### src/rtl/rtc_tic_delay_pkg.sv
package rtc_tic_delay_pkg;
    typedef enum logic [1:0] {
        ST_IDLE  = 2'd0,
        ST_COUNT = 2'd1,
        ST_HELD  = 2'd2
    } cap_state_e;
endpackage

### src/rtl/tic_src_mux.sv
module tic_src_mux #(
    parameter int N_SRC = 2,
    localparam int SEL_W = (N_SRC > 1) ? $clog2(N_SRC) : 1
) (
    input  logic [N_SRC-1:0] tic_vec,
    input  logic [SEL_W-1:0] sel,
    output logic             tic
);
    logic [N_SRC-1:0] hit;

    for (genvar g = 0; g < N_SRC; g++) begin : g_src
        assign hit[g] = tic_vec[g] && (sel == SEL_W'(g));
    end

    assign tic = |hit;
endmodule

### src/rtl/tick_sat_counter.sv
module tick_sat_counter #(
    parameter int W = 16
) (
    input  logic         clk,
    input  logic         rst_n,
    input  logic         clr,
    input  logic         inc,
    output logic [W-1:0] count
);
    localparam logic [W-1:0] CNT_MAX = {W{1'b1}};

    always_ff @(posedge clk or negedge rst_n) begin
        if (!rst_n) begin
            count <= '0;
        end else if (clr) begin
            count <= '0;
        end else if (inc && (count != CNT_MAX)) begin
            count <= count + 1'b1;
        end
    end
endmodule

### src/rtl/rtc_tic_delay.sv
module rtc_tic_delay
    import rtc_tic_delay_pkg::*;
#(
    parameter int CNT_W = 16
) (
    input  logic             clk,
    input  logic             rst_n,
    input  logic             tick_en,
    input  logic             irq_pulse,
    input  logic             tic_int,
    input  logic             tic_ext,
    input  logic             tic_sel,
    input  logic             rd_stb,
    input  logic             meas_rst,
    output logic [CNT_W-1:0] delay_q,
    output logic             meas_valid
);
    cap_state_e       state, state_nx;
    logic             tic_hit;
    logic             cnt_clr, cnt_inc, do_capture;
    logic [CNT_W-1:0] count;

    tic_src_mux #(.N_SRC(2)) u_tic_mux (
        .tic_vec ({tic_ext, tic_int}),
        .sel     (tic_sel),
        .tic     (tic_hit)
    );

    tick_sat_counter #(.W(CNT_W)) u_counter (
        .clk   (clk),
        .rst_n (rst_n),
        .clr   (cnt_clr),
        .inc   (cnt_inc),
        .count (count)
    );

    // state register
    always_ff @(posedge clk or negedge rst_n) begin
        if (!rst_n) state <= ST_IDLE;
        else        state <= state_nx;
    end

    // next state
    always_comb begin
        state_nx = state;
        unique case (state)
            ST_IDLE: begin
                if (meas_rst)       state_nx = ST_IDLE;
                else if (irq_pulse) state_nx = ST_COUNT;   // arm
            end
            ST_COUNT: begin
                if (meas_rst)     state_nx = ST_IDLE;      // abort
                else if (tic_hit) state_nx = ST_HELD;      // capture
                else              state_nx = ST_COUNT;     // count / rearm
            end
            ST_HELD: begin
                if (meas_rst || rd_stb) state_nx = ST_IDLE; // flush / consume
            end
            default: state_nx = ST_IDLE;
        endcase
    end

    // outputs and datapath controls
    always_comb begin
        cnt_clr    = 1'b0;
        cnt_inc    = 1'b0;
        do_capture = 1'b0;
        unique case (state)
            ST_IDLE: begin
                cnt_clr = irq_pulse && !meas_rst;
            end
            ST_COUNT: begin
                do_capture = tic_hit && !meas_rst;
                cnt_clr    = irq_pulse && !tic_hit;
                cnt_inc    = tick_en && !irq_pulse && !tic_hit;
            end
            ST_HELD: ;
            default: ;
        endcase
    end

    always_ff @(posedge clk or negedge rst_n) begin
        if (!rst_n)          delay_q <= '0;
        else if (do_capture) delay_q <= count;
    end

    assign meas_valid = (state == ST_HELD);
endmodule

### config.mk
export PLATFORM = sky130hd
export DESIGN_NAME = rtc_tic_delay
export DESIGN_NICKNAME = d
export VERILOG_FILES = /design/src/rtl/rtc_tic_delay_pkg.sv /design/src/rtl/tic_src_mux.sv /design/src/rtl/tick_sat_counter.sv /design/src/rtl/rtc_tic_delay.sv
export SDC_FILE = /design/constraint.sdc
export NUM_CORES = 1
export LEC_CHECK = 0
export ABC_AREA = 1
export BUFFER_PORTS_ARGS = -buffer_cell sky130_fd_sc_hd__buf_4
export CELL_PAD_IN_SITES_DETAIL_PLACEMENT = 1
export CELL_PAD_IN_SITES_GLOBAL_PLACEMENT = 1
export CORE_UTILIZATION = 41
export CTS_CLUSTER_DIAMETER = 50
export DETAILED_ROUTE_END_ITERATION = 12
export GPL_TIMING_DRIVEN = 0
export PLACE_DENSITY_LB_ADDON = 0.05
export SLEW_MARGIN = 25
export SYNTH_ARGS = -nofsm -noshare
export SYNTH_HDL_FRONTEND = slang
export SYNTH_SLANG_ARGS = --single-unit
export TNS_END_PERCENT = 100
### constraint.sdc
create_clock -name clk -period 2.1 [get_ports clk]
set_clock_uncertainty 0.15 [all_clocks]
set_input_delay 0.315 -clock clk [delete_from_list [all_inputs] [get_ports clk]]
set_output_delay 0.315 -clock clk [all_outputs]
set_load 0.005 [all_outputs]
# Word level (Yosys, flattened, before mapping)
# Cells that the tools add are included.
[classes]
add_sub_neg = 1
eq_ne = 5
mux = 11
bitwise = 1
reduce_logical = 16
[op_table]
columns = ["operator", "count"]
rows = [
  ["$mux 16", 2],
  ["$add 16x1->16 const B", 1],
  ["$ne 16x16->1 const B", 1],
  ["$mux 2", 5],
  ["$logic_and 1x1->1", 8],
  ["$pmux 2 s3", 1],
  ["$logic_not 1->1", 3],
  ["$ne 3x3->1 const B", 1],
  ["$eq 2x1->1 const B", 1],
  ["$eq 2x2->1 const B", 1],
  ["$logic_not 2->1", 1],
  ["$mux 1", 2],
  ["$ne 2x1->1 const B", 1],
  ["$pmux 1 s2", 1],
  ["$reduce_and 2->1", 1],
  ["$reduce_bool 2->1", 1],
  ["$reduce_or 2->1", 1],
  ["$logic_or 1x1->1", 1],
  ["$not 1->1", 1],
]
[totals]
regBits = 34
in_bits = 9
output_inout_bits = 17
wordCells = 37

# Longest topological paths before layout
# Gate-level depths: netlist of the first run.
[logic_depth]
depth_word = 9
ltp_mapped = 10
depth_no_buf = 9

# Cells and area by module
# A second synthesis of the first run with hierarchy kept.
[unflattened]
cells_unflattened = 241
area_unflattened_um2 = 1846.8
[modules_own_cells]
columns = ["mod", "instances", "cells_per_inst", "area_per_inst_um2", "seq_area_each_um2"]
rows = [
  ["tick_sat_counter", 1, 144, 1037.2, 400.4],
  ["rtc_tic_delay", 1, 93, 794.5, 450.4],
  ["tic_src_mux", 1, 4, 15.0, 0.0],
]

# Worst setup path before layout of the first run
# OpenSTA, ideal clock, no wires.
[synth_timing]
path_kind = "register to register"
start = "reg u_counter.count[1]"
end = "reg u_counter.count[5]"
setup_ns = 0.065
arrival_ns = 1.384
t_required_ns = 1.885
path_slack_ns = 0.501
stages_incl_launch_ff = 11
n_path_buf = 1
synth_period_minus_slack_ns = 1.599
path_cell_list = "dfrtp_1 -> ha_1 -> nand2_2 -> nor2_4 -> nand2_4 -> nor2_4 -> nor2_4 -> nor2_8 -> buf_12 -> nand2_1 -> nand2_1"
[synth_via]
elab_chain_cells = 3
elab_cells_between_ends = 6
classes_between = "1 x add/sub; 1 x eq/ne; 2 x mux; 2 x reduce/logical"
[synth_lines]
columns = ["element", "line_no", "source"]
rows = [
  ["start, declared", "tick_sat_counter.sv:8", "output logic [W-1:0] count"],
  ["start signal, assigned", "tick_sat_counter.sv:18", "count <= count + 1'b1;"],
  ["$add 16x1->16 or $ne 16x16->1 (tied branches)", "tick_sat_counter.sv:18, tick_sat_counter.sv:17", ""],
  ["$mux 16 or $logic_and 1x1->1 (tied branches)", "tick_sat_counter.sv:17", "end else if (inc && (count != CNT_MAX)) begin"],
  ["$mux 16 or $reduce_bool 2->1 (tied branches)", "-", ""],
]
# Parallel ways exist; a longest one is shown, timed or not. The select of a mux whose other input is x is not followed.
# A chain may end at the register's enable or synchronous reset.

# Final worst setup path of the first run
[layout_timing]
start = "reg u_counter.count[1]"
end = "reg u_counter.count[12]"
# Same word-level chain as after synthesis.

==> results of run 1 <==
[cells by family (layout without fill, tap and decap cells)]
group,count (synthesis),count (layout),share of synthesized area
simple gates,158,158,0.388
flops,34,34,0.455
buf+inv,29,63,0.0709
compound gates,22,22,0.0702
xor+xnor,2,2,0.00937
fa+ha+maj,1,1,0.00669
[flip-flops by register name (all words and copies together) (netlist names)]
signal	count
u_counter.count	16
delay_q	16
state	2
[where the power goes]
group | total, mW | switching, mW | internal, mW
registers | 0.677 | 0.0115 | 0.666
clock network | 0.503 | 0.239 | 0.265
logic | 0.126 | 0.0764 | 0.0500
total | 1.31 | 0.326 | 0.980
[path summary, 6_finish.rpt]
kind,from,to,slack [ns]
worst max-delay path,u_counter.count[1]$_DFFE_PN0P_,u_counter.count[12]$_DFFE_PN0P_,0.27
worst max register to register,u_counter.count[1]$_DFFE_PN0P_,u_counter.count[12]$_DFFE_PN0P_,0.27
worst min register to register,delay_q[11]$_DFFE_PN0P_,delay_q[11]$_DFFE_PN0P_,0.33
worst min-delay path,rd_stb,state[1]$_DFFE_PN0P_,0.16
max in group asynchronous,rst_n,delay_q[1]$_DFFE_PN0P_,1.11
min in group asynchronous,rst_n,u_counter.count[1]$_DFFE_PN0P_,0.37
[per-layer routing]
layer	up-vias	global-route usage	wire length [um]
li1	834	-	-
met1	737	0.298	2270
met2	25	0.299	1900
met3	4	0.0392	142
met4	0	0.0476	36
met5	-	0	0
[cell usage after synthesis, types with 3 or more instances]
cell / count
inv_1: 22
nor2_4: 4
nand2_1: 85
nor2_1: 29
o21ai_0: 19
nand4_1: 4
clkbuf_1: 3
nand3_1: 20
dfrtp_1: 34
nand2_2: 9
[worst reg2reg max path: stages, from the launching register on]
cell and delay [ns]:
dfrtp_1 0.43, ha_1 0.23, nand2_2 0.09, nor2_4 0.18, nand2_4 0.08, nor2_4 0.13
nor2_4 0.07, nor2_8 0.14, buf_12 0.16, nand2_1 0.06, nand2_1 0.06
[area by class of cell]
type	count	area share
clock inverters	1	0.00225
well taps	52	0.0292
flip-flops and latches	34	0.382
repair buffers	26	0.0889
plain buffers	5	0.0191
multi-input cells	183	0.399
clock buffers	7	0.0388
inverters	24	0.0405
==> impl_metrics.env, run 1 <==
export IMPL_cts_tree="yes"
export IMPL_grt_first_pass_wirelength_um=7570
export IMPL_yosysTopAreaCellShare=0.455
export IMPL_slowest_stage="dfrtp_1"
export IMPL_run_status="completed"
export IMPL_syn_to_final_growth_pct=18.9
export IMPL_cts_sinks=34
export IMPL_ios=26
export IMPL_fill_cells=580
export IMPL_htree_num_levels=2
export IMPL_core_sq_mm=0.00438
export IMPL_yosysUniqueCellTypes=23
export IMPL_crit_cells=10
export IMPL_io_buffer_count=25
export IMPL_period_share=0.872
export IMPL_end_kind="flip-flop"
export IMPL_die_area_sq_mm=0.00484
export IMPL_ir_drop_v=0.000264
export IMPL_overflow=0
export IMPL_crit_fanout=10
export IMPL_yosys_warnings=0
export IMPL_ys_ff_latch=34
export IMPL_multiInputGateArea_sq_um=887
export IMPL_critPathMostFrequentCell="nor2_4"
export IMPL_hp_class="in -> reg"
export IMPL_regArea_sq_um=851
export IMPL_min_period_ns=1.83
export IMPL_initial_utilization=0.427
export IMPL_power_density_mw_per_mm2=587
export IMPL_syn_area_per_cell_sq_um=7.60
export IMPL_syn_instance_count=246
export IMPL_tns_ns=0
export IMPL_n_antenna_cell=0
export IMPL_dieWidth_um=69.5
export IMPL_cts_hold_buf=1
export IMPL_final_common_cell="nand2_1"
export IMPL_arrival_ns=1.90
export IMPL_reg2reg_depth=10
export IMPL_timing_fmax_ghz=0.546
export IMPL_tightest_slew_ns=0.446
export IMPL_dp_hpwl_um=3390
export IMPL_setup_viol=0
export IMPL_grt_pass1_vias=1556
export IMPL_hold_path_depth=4
export IMPL_vias_per_cell=4.82
export IMPL_synth_edf_count=0
export IMPL_rows=24
export IMPL_cts_resized=0
export IMPL_routed_wl_um=4360
export IMPL_yosys_top_cells_area="dfrtp_1 45%, nand2_1 17%, nor2_1 5.8%"
export IMPL_synthesis_area_sq_mm=0.00187
export IMPL_required_ns=2.17
export IMPL_final_cell_area_sq_mm=0.00222
export IMPL_antenna_found_initial=0
export IMPL_grtUsageTotal=0.200
export IMPL_place_area_sq_mm=0.00212
export IMPL_slew_violations=0
export IMPL_drv_cap=0
export IMPL_drive_gt1_frac=0.207
export IMPL_syn_nets=256
export IMPL_dp_cells=323
export IMPL_wl_per_cell_um=13.1
export IMPL_final_cell_mix="85 x nand2_1, 34 x dfrtp_1, 29 x nor2_1"
export IMPL_insertion_delay_ns=0.29
export IMPL_critical_path_top_delay_family="simple AND/OR/NAND/NOR gates"
export IMPL_antenna_left=0
export IMPL_final_cells=332
export IMPL_gp_congestion=0.811
export IMPL_worst_hold_slack_ns=0.157
export IMPL_fin_util=0.507
export IMPL_async_flop_share=1.00
export IMPL_vias=1600
export IMPL_cts_buffers=5
export IMPL_dr_pass1_iters=4
export IMPL_final_hold_viol_count=0
export IMPL_clockRootBuffer="clkbuf_8"
export IMPL_ys_flop_type="dfrtp_1"
export IMPL_die_h_um=69.5
export IMPL_drtIter0Drc=72
export IMPL_p_leak_nw=1.11
export IMPL_path_class="reg -> reg"
export IMPL_clockBufferDepth=2
export IMPL_ys_seq_area_frac=0.455
export IMPL_cp_start_kind="flip-flop"
export IMPL_post_cts_buffers=0
export IMPL_rsz0062_at_grt="no"
export IMPL_grt_max_degree=35
export IMPL_nets=289
export IMPL_drcViolationCount=0
export IMPL_fin_ws_ns=0.269
export IMPL_critPathMaxStageDelay_ns=0.43
export IMPL_total_power_mw=1.31
export IMPL_path_clk_slew_ns=0.07
export IMPL_synth_area_leader_cell="dfrtp_1"
export IMPL_slew_headroom=0.700
export IMPL_place_ws_ns=0.276
export IMPL_crit_chain="ha_1 > nand2_2 > nor2_4 > nand2_4 > nor2_4 > nor2_4 > nor2_8 > buf_12 > nand2_1 > nand2_1"
export IMPL_critPathBufInv=1
Power figures use the tool's default switching activity.
==> run 2, diff against run 1 <==
Settings changed: CORE_ASPECT_RATIO set to 0.75.
==> run 2 against run 1 <==
  * Total power increased by 20%
  * Combinational power barely moved
  * Critical path depth stayed put
  * Largest power group is now clock
  * Worst hold slack worse by 0.0084 ns
  * First-iteration DRC count fell by 18%
  * Sequential share of layout area down 0.92 points
  * Clock power is 51% higher
  * Utilization grew 3.5 points
==> impl_metrics.env, run 2 (synthesis gave the netlist of run 1 again) <==
export IMPL_final_hold_viol_count=0
export IMPL_grt_max_degree=35
export IMPL_p_switching_uw=343
export IMPL_grt_pass1_vias=1699
export IMPL_n_antenna_cell=0
export IMPL_nets=289
export IMPL_dieWidth_um=80.0
export IMPL_top_regs="delay_q: 16 flops, u_counter.count: 16 flops, state: 2 flops"
export IMPL_power_density_mw_per_mm2=686
export IMPL_cts_buffers=5
export IMPL_cp_start_kind="flip-flop"
export IMPL_end_kind="flip-flop"
export IMPL_period_share=0.872
export IMPL_drcViolationCount=0
export IMPL_p_leak_nw=1.13
export IMPL_syn_to_final_growth_pct=21.9
export IMPL_final_common_cell="nand2_1"
export IMPL_path_clk_slew_ns=0.07
export IMPL_initial_utilization=0.445
export IMPL_post_cts_buffers=0
export IMPL_dr_pass1_iters=4
export IMPL_grt_first_pass_wirelength_um=8250
export IMPL_min_period_ns=1.83
export IMPL_arrival_ns=1.91
export IMPL_rows=20
export IMPL_grtUsageTotal=0.231
export IMPL_slew_violations=0
export IMPL_clockRootBuffer="clkbuf_8"
export IMPL_run_status="completed"
export IMPL_sw_frac_of_total=0.219
export IMPL_timing_fmax_ghz=0.546
export IMPL_required_ns=2.18
export IMPL_hp_class="in -> reg"
export IMPL_path_class="reg -> reg"
export IMPL_die_area_sq_mm=0.00484
export IMPL_vias_per_cell=4.96
export IMPL_cts_sinks=34
export IMPL_rsz0062_at_grt="no"
export IMPL_setup_viol=0
export IMPL_worst_hold_slack_ns=0.149
export IMPL_crit_fanout=10
export IMPL_overflow=0
export IMPL_core_sq_mm=0.00420
export IMPL_pwr_share_seq=0.432
export IMPL_io_buffer_count=25
export IMPL_drtIter0Drc=59
export IMPL_tightest_slew_ns=0.439
export IMPL_drive_gt1_frac=0.211
export IMPL_ios=26
export IMPL_cts_resized=0
export IMPL_htree_num_levels=2
export IMPL_vias=1660
export IMPL_clkPwrFrac=0.486
export IMPL_ir_drop_v=0.000276
export IMPL_cts_hold_buf=1
export IMPL_antenna_found_initial=0
export IMPL_slew_headroom=0.704
export IMPL_p_comb_frac=0.082
export IMPL_cts_tree="yes"
export IMPL_routed_wl_um=4790
export IMPL_p_int_mw=1.22
export IMPL_tns_ns=0
export IMPL_dp_hpwl_um=3780
export IMPL_insertion_delay_ns=0.29
export IMPL_drv_cap=0
export IMPL_gp_congestion=0.814
export IMPL_final_cell_mix="85 x nand2_1, 34 x dfrtp_1, 29 x nor2_1"
export IMPL_clockBufferDepth=2
export IMPL_antenna_left=0
export IMPL_wl_per_cell_um=14.3
export IMPL_die_h_um=60.5
[run 2: power by group through the flow]
| stage | Sequential, mW | Clock (mW) | Combinational (mW) |
|---|---|---|---|
| after detailed placement | 0.689 | 0 | 0.129 |
| after global routing | 0.678 | 0.805 | 0.146 |
| after floorplan | 0.688 | 0 | 0.0721 |
| after CTS | 0.676 | 0.771 | 0.132 |
| final | 0.676 | 0.760 | 0.128 |
| after global placement | 0.689 | 0 | 0.127 |
[run 2: metal layers]
layer / share of wire / GRT usage / wire (um)
met4: 0.0096 / 0.0740 / 46
met5: 0 / 0 / 0
met1: 0.53 / 0.330 / 2540
met3: 0.033 / 0.0526 / 158
met2: 0.43 / 0.352 / 2050
[run 2: worst max-delay path, stage by stage (launching register included)]
cell and delay (ns):
dfrtp_1 0.42, ha_1 0.23, nand2_2 0.10, nor2_4 0.18
nand2_4 0.08, nor2_4 0.13, nor2_4 0.07, nor2_8 0.14
buf_12 0.16, nand2_1 0.05, nand2_1 0.05
[run 2: final cells by class]
type	instances	area (sq um)
fillers	549	1920
multi-input cells	183	887
flip-flops and latches	34	851
repair buffers	26	198
inverters	24	90.1
clock buffers	6	82.6
well taps	55	68.8
clock inverters	2	60.1
plain buffers	5	42.5
[run 2: metrics by stage]
step           area (sq um)   util  total power [mW]  cells  worst slack (ns)
2_1_floorplan          1870      -             0.760    246             0.501
3_3_place_gp           2130  0.506             0.816    326             0.290
3_5_place_dp           2130  0.506             0.819    326             0.277
4_1_cts                2280  0.542              1.58    335             0.248
5_1_grt                2280  0.542              1.63    335             0.136
6_report               2280  0.542              1.56    335             0.269
[run 2: worst paths after layout]
check	slack (ns)	cells after the start	end	from
min in group asynchronous	0.36	2	state[1]$_DFFE_PN0P_	rst_n
worst min-delay path	0.15	4	state[1]$_DFFE_PN0P_	rd_stb
worst max-delay path	0.27	10	u_counter.count[4]$_DFFE_PN0P_	u_counter.count[1]$_DFFE_PN0P_
worst max register to register	0.27	10	u_counter.count[4]$_DFFE_PN0P_	u_counter.count[1]$_DFFE_PN0P_
max in group asynchronous	1.12	2	u_counter.count[13]$_DFFE_PN0P_	rst_n
worst min register to register	0.34	2	delay_q[12]$_DFFE_PN0P_	delay_q[12]$_DFFE_PN0P_
